### src/rtl/cubic_interp_pkg.sv
package cubic_interp_pkg;

    // cycles from in_valid to out_valid
    localparam int PIPE_DEPTH = 5;

    // number of shifted terms in the 1/6 expansion for a given sample width
    function automatic int sixth_terms(input int sw);
        return sw / 2 + 3;
    endfunction

    // extra fractional bits kept while summing the expansion
    function automatic int sixth_guard(input int nt);
        return $clog2(nt) + 4;
    endfunction

endpackage

### src/rtl/cubic_coef.sv
module cubic_coef #(
    parameter int SW = 16,
    parameter int CW = SW + 4
) (
    input  logic                 clk,
    input  logic                 rst,
    input  logic                 v_in,
    input  logic signed [SW-1:0] s0,
    input  logic signed [SW-1:0] s1,
    input  logic signed [SW-1:0] s2,
    input  logic signed [SW-1:0] s3,
    output logic                 v_out,
    output logic signed [CW-1:0] k3,
    output logic signed [CW-1:0] k2,
    output logic signed [CW-1:0] k1,
    output logic signed [CW-1:0] k0
);
    logic signed [CW-1:0] e0, e1, e2, e3, dif12, sum02, six1, n3, n2, n1;

    always_comb begin
        e0    = CW'(s0);
        e1    = CW'(s1);
        e2    = CW'(s2);
        e3    = CW'(s3);
        dif12 = e1 - e2;
        sum02 = e0 + e2;
        six1  = (e1 <<< 2) + (e1 <<< 1);
        n3    = e3 - e0 + (dif12 <<< 1) + dif12;
        n2    = (sum02 <<< 1) + sum02 - six1;
        n1    = (e2 <<< 2) + (e2 <<< 1) - (e0 <<< 1) - ((e1 <<< 1) + e1) - e3;
    end

    always_ff @(posedge clk) begin
        if (rst) v_out <= 1'b0;
        else     v_out <= v_in;
        k3 <= n3;
        k2 <= n2;
        k1 <= n1;
        k0 <= six1;
    end

    // the coefficients reproduce six times the samples at t = 1 and t = -1
    p_coef_fit_r2: assert property (@(posedge clk) disable iff (rst)
        (k3 + k2 + k1 + k0) == 6 * $past(s2));
    p_coef_back_r2: assert property (@(posedge clk) disable iff (rst)
        (k2 + k0 - k3 - k1) == 6 * $past(s0));
endmodule

### src/rtl/cubic_horner_step.sv
module cubic_horner_step #(
    parameter int AW = 23,
    parameter int FW = 12
) (
    input  logic                 clk,
    input  logic                 rst,
    input  logic                 v_in,
    input  logic signed [AW-1:0] acc_in,
    input  logic signed [AW-1:0] add_in,
    input  logic        [FW-1:0] mu_in,
    output logic                 v_out,
    output logic signed [AW-1:0] acc_out
);
    localparam int PW = AW + FW + 1;
    localparam logic signed [PW-1:0] HALF = PW'(1) << (FW - 1);

    logic signed [PW-1:0] prod, rnd, wide;

    always_comb begin
        prod = PW'(acc_in) * PW'($signed({1'b0, mu_in}));
        rnd  = (prod + HALF) >>> FW;
        wide = rnd + PW'(add_in);
    end

    always_ff @(posedge clk) begin
        if (rst) v_out <= 1'b0;
        else     v_out <= v_in;
        acc_out <= AW'(wide);
    end

    // the multiply-add result fits the accumulator width
    p_no_overflow_r3: assert property (@(posedge clk) disable iff (rst)
        v_in |-> (wide == PW'($signed(AW'(wide)))));
endmodule

### src/rtl/cubic_sixth.sv
module cubic_sixth #(
    parameter int AW = 23,
    parameter int OW = 18,
    parameter int NT = 11,
    parameter int G  = 8
) (
    input  logic                 clk,
    input  logic                 rst,
    input  logic                 v_in,
    input  logic signed [AW-1:0] h_in,
    output logic                 v_out,
    output logic signed [OW-1:0] y_out
);
    localparam int EW = AW + G;
    localparam logic signed [EW-1:0] HALF = EW'(1) << (G - 1);

    logic signed [EW-1:0] ext, total, rnd;

    assign ext = EW'(h_in) <<< G;

    // 1/6 = sum over k of 2^-(2k+3)
    for (genvar k = 0; k < NT; k++) begin : g_term
        logic signed [EW-1:0] run;
        if (k == 0) begin : g_first
            assign run = ext >>> 3;
        end else begin : g_next
            assign run = g_term[k-1].run + (ext >>> (2 * k + 3));
        end
    end

    assign total = g_term[NT-1].run;
    assign rnd   = (total + HALF) >>> G;

    always_ff @(posedge clk) begin
        if (rst) v_out <= 1'b0;
        else     v_out <= v_in;
        y_out <= OW'(rnd);
    end

    // six times the scaled value stays within rounding distance of the input
    p_scale_r2: assert property (@(posedge clk) disable iff (rst)
        v_out |-> (($signed(y_out) * 6 - $past(h_in)) <= 4 &&
                   ($signed(y_out) * 6 - $past(h_in)) >= -4));
endmodule

### src/rtl/cubic_interp.sv
module cubic_interp
    import cubic_interp_pkg::*;
#(
    parameter int SW = 16,
    parameter int FW = 12
) (
    input  logic                 clk,
    input  logic                 rst,
    input  logic                 in_valid,
    input  logic signed [SW-1:0] y0,
    input  logic signed [SW-1:0] y1,
    input  logic signed [SW-1:0] y2,
    input  logic signed [SW-1:0] y3,
    input  logic        [FW-1:0] mu,
    output logic                 out_valid,
    output logic signed [SW+1:0] y_out
);
    localparam int CW = SW + 4;
    localparam int AW = SW + 7;
    localparam int OW = SW + 2;
    localparam int NT = sixth_terms(SW);
    localparam int G  = sixth_guard(NT);

    logic                 v1, v2, v3, v4;
    logic signed [CW-1:0] ca, cb, cc, cd, cc_d, cd_d, cd_dd;
    logic        [FW-1:0] mu1, mu2, mu3;
    logic signed [AW-1:0] h1, h2, h3;

    cubic_coef #(.SW(SW), .CW(CW)) u_coef (
        .clk(clk), .rst(rst), .v_in(in_valid),
        .s0(y0), .s1(y1), .s2(y2), .s3(y3),
        .v_out(v1), .k3(ca), .k2(cb), .k1(cc), .k0(cd));

    always_ff @(posedge clk) begin
        mu1   <= mu;
        mu2   <= mu1;
        mu3   <= mu2;
        cc_d  <= cc;
        cd_d  <= cd;
        cd_dd <= cd_d;
    end

    cubic_horner_step #(.AW(AW), .FW(FW)) u_step_a (
        .clk(clk), .rst(rst), .v_in(v1), .acc_in(AW'(ca)), .add_in(AW'(cb)),
        .mu_in(mu1), .v_out(v2), .acc_out(h1));

    cubic_horner_step #(.AW(AW), .FW(FW)) u_step_b (
        .clk(clk), .rst(rst), .v_in(v2), .acc_in(h1), .add_in(AW'(cc_d)),
        .mu_in(mu2), .v_out(v3), .acc_out(h2));

    cubic_horner_step #(.AW(AW), .FW(FW)) u_step_c (
        .clk(clk), .rst(rst), .v_in(v3), .acc_in(h2), .add_in(AW'(cd_dd)),
        .mu_in(mu3), .v_out(v4), .acc_out(h3));

    cubic_sixth #(.AW(AW), .OW(OW), .NT(NT), .G(G)) u_sixth (
        .clk(clk), .rst(rst), .v_in(v4), .h_in(h3),
        .v_out(out_valid), .y_out(y_out));

    // cycles since reset, saturating, used to bound the latency check
    logic [2:0] warm;
    always_ff @(posedge clk) begin
        if (rst)                       warm <= '0;
        else if (warm != 3'(PIPE_DEPTH)) warm <= warm + 3'd1;
    end

    // fixed latency from input strobe to output strobe
    p_latency_r1: assert property (@(posedge clk) disable iff (rst)
        (warm == 3'(PIPE_DEPTH)) |-> (out_valid == $past(in_valid, 5)));
endmodule

### config.mk
export PLATFORM = sky130hd
export DESIGN_NAME = cubic_interp
export DESIGN_NICKNAME = d
export VERILOG_FILES = /design/src/rtl/cubic_interp_pkg.sv /design/src/rtl/cubic_coef.sv /design/src/rtl/cubic_horner_step.sv /design/src/rtl/cubic_sixth.sv /design/src/rtl/cubic_interp.sv
export SDC_FILE = /design/constraint.sdc
export NUM_CORES = 2
export LEC_CHECK = 0
export ABC_AREA = 1
export BUFFER_PORTS_ARGS = -buffer_cell sky130_fd_sc_hd__buf_2
export CAP_MARGIN = 40
export CORE_MARGIN = 2
export CORE_UTILIZATION = 65
export DETAILED_ROUTE_END_ITERATION = 12
export PLACE_DENSITY_LB_ADDON = 0.08
export SKIP_LAST_GASP = 1
export SLEW_MARGIN = 20
export SYNTH_ARGS = -nofsm -noshare
export SYNTH_HDL_FRONTEND = slang
export SYNTH_SLANG_ARGS = --single-unit
### constraint.sdc
create_clock -name clk -period 15.5 [get_ports clk]
set_input_delay 2.325 -clock clk [delete_from_list [all_inputs] [get_ports clk]]
set_output_delay 2.325 -clock clk [all_outputs]
set_load 0.02 [all_outputs]
==> flow_metrics.tcl <==
set metrics [dict create \
    fin_skew_ns 0.05230 \
    hold_class "flop to flop" \
    cp_slowest_stage_delay_ns 0.87 \
    r2r-start "mu1[2]" \
    synthToLayoutAreaGrowth_pct 5.350 \
    tightest_slew_ns 0.8747 \
    num_io_pins 98 \
    synth_edf_count 0 \
    crit_arrival_ns 8.72 \
    rsz0062_at_grt "false" \
    netlist_instances 6218 \
    startpoint_type "flop" \
    fill_cells 6407 \
    coreArea_um2 75950 \
    min-delay-start "u_coef.k1[10]" \
    cts_sinks 262 \
    postRouteAntennaNets 0 \
    cap_violations 0 \
    htree_levels 1 \
    hold_viol_final 0 \
    end_kind "flop" \
    clk_latency_ns 0.61 \
    track_usage_pct 32.64 \
    cts_tree "done" \
    grt_pass1_vias 39926 \
    syn-num-nets 7726 \
    port-buffer-count 97 \
    synthesis.area_um2 49940 \
    crit_top_cell "nand2_1" \
    cts_hold_buf 0 \
    setup_violations 0 \
    final-max-slew-violation-count 0 \
    drt_first_iter_violations 2523 \
    slew_headroom_pct 41.61 \
    cts_buffers 30 \
    start_util_pct 65.75 \
    synth_flop_cell "dfxtp_1" \
    cp-startpoint "mu1[2]" \
    wl_um 123600 \
    die_w_um 281.2 \
    post-route-drc-count 0 \
    die-area_um2 79060 \
    hpwlAfterDp_um 106400 \
    grt_overflow 0 \
    syn_area_per_cell_um2 8.031 \
    rows 101 \
    drive_above_1_share_pct 3.641 \
    ys_async_sr_fraction_pct 0 \
    num_vias 38641 \
    cp_max_fo 21 \
    cp_data_required_time_ns 15.97 \
    grt_first_pass_wirelength_um 203600 \
    period_minus_slack_ns 8.248 \
    gp_congestion 0.9651 \
    crit_slowest_cell "dfxtp_1" \
    grt_max_degree 25 \
    fin_nets 7747 \
    ctsResizeCount 0 \
    die_y_um 281.2 \
    outcome "complete, no violations" \
    synth-seq-area-share_pct 10.50 \
    period_share_pct 53.22 \
    clk_pin_slew_ns 0.08 \
    clock_path_buffers 3 \
    timing.fmax_mhz 121.2 \
    synth_cell_type_count 45 \
    post-route-util_pct 69.27 \
    via_per_inst 5.298 \
    crit_type "flop to flop" \
    drtPass1Iterations 8 \
    synth_seq_cells 262 \
    antenna_found_initial 4 \
    clockRootBuffer "clkbuf_16" \
    post_cts_buffers 0 \
    synth_warnings 0 \
    wl_per_cell_um 16.94 \
    tns_ns 0 \
]
==> synth_stat cells, types with 10 or more instances <==
cell,count,area share [%]
nand2_1,1324,10
nand2_2,14,0.18
o31ai_1,10,0.15
a31oi_1,22,0.28
nor4_1,16,0.20
nand3_1,103,1.0
o21bai_1,24,0.36
o211ai_1,15,0.23
a21oi_1,316,3.2
inv_1,1732,13
nor2_2,11,0.14
clkbuf_1,138,1.0
o21a_1,13,0.20
a21o_1,22,0.33
nor2_1,188,1.4
nand4_1,34,0.43
xnor2_1,82,1.4
o21ai_0,141,1.4
nor3_1,55,0.55
ha_1,528,13
fa_1,901,36
xor2_1,200,3.5
dfxtp_1,262,11
==> sequential cells by signal (all words and copies together) (netlist names), 12 cells and up <==
name and cells:
cc_d 20, cd_d 18, cd_dd 18, mu1 12
mu2 12, mu3 12, u_coef.k0 18, u_coef.k1 20
u_coef.k2 20, u_coef.k3 20, u_sixth.y_out 18, u_step_a.acc_out 23
u_step_b.acc_out 23, u_step_c.acc_out 23
==> kinds of logic after synthesis <==
family | Yosys count | share of synthesized area (%)
xor+xnor | 285 | 5.044
fa+ha+maj | 1429 | 49.35
flops | 262 | 10.50
simple gates | 1771 | 14.31
buf+inv | 1875 | 14.12
compound gates | 596 | 6.665
==> critical path: cells and delay by family, from the launching register on <==
kind	cells	cell delay, ns
and+or+nand+nor	16	1.80
DFF	1	0.87
adders and majority gates	8	3.15
buffers and inverters	9	0.59
xor gates and xnor gates	2	0.49
AOI/OAI and AO/OA	5	1.21
==> through the flow <==
stage | hold slack [ns] | area (um^2) | setup WS [ns] | instances
CTS | 0.3236 | 52540 | 7.408 | 7288
floorplan | 0.3096 | 49940 | 8.706 | 6218
global placement | 0.3117 | 51300 | 7.503 | 7222
finish | 0.3223 | 52610 | 7.252 | 7294
global route | 0.3305 | 52600 | 6.714 | 7293
detailed placement | 0.3121 | 51470 | 7.501 | 7233
==> path summary, 6_finish.rpt <==
check | end | slack [ns] | cells past startpoint
setup / recovery | u_step_a.acc_out[16] | 7.25 | 40
hold / removal | cc_d[10] | 0.32 | 0
setup reg to reg | u_step_a.acc_out[16] | 7.25 | 40
hold reg to reg | cc_d[10] | 0.32 | 0
==> area by class of cell <==
class	count	area (um^2)	area share, %
antenna	2	5.005	0.009514
tap	1030	1289	2.450
multi-input combinational	4081	37640	71.54
clock inverter	22	275.3	0.5232
timing repair buffer	129	850.8	1.617
sequential	262	5245	9.970
inverter	1735	6513	12.38
clock buffer	33	792.0	1.506
==> cells in the final DEF, fill, tap and decap left out, drive strengths merged, types with 15 or more instances in the layout <==
| cell | netlist | layout |
|---|---|---|
| o21ai | 141 | 141 |
| a21o | 22 | 22 |
| nand2 | 1339 | 1339 |
| xor2 | 203 | 203 |
| a31oi | 22 | 22 |
| nor4 | 16 | 16 |
| clkbuf | 138 | 33 |
| fa | 901 | 901 |
| xnor2 | 82 | 82 |
| o21bai | 24 | 24 |
| a21oi | 316 | 316 |
| nand3 | 106 | 106 |
| nor3 | 58 | 58 |
| nor2 | 201 | 201 |
| ha | 528 | 528 |
| nand4 | 34 | 34 |
| o211ai | 15 | 15 |
| buf | 2 | 129 |
| inv | 1735 | 1747 |
| dfxtp | 262 | 262 |
==> layer usage <==
layer | wire length (um) | vias up | track usage (%)
li1 | - | 18440 | -
met1 | 51750 | 18835 | 43.64
met2 | 60780 | 1165 | 56.51
met3 | 7324 | 199 | 3.009
met4 | 3688 | 2 | 9.681
met5 | 13 | - | 0
Power is not shown: default switching activity piles up to over one toggle a cycle in this logic, so the estimate is an artifact.
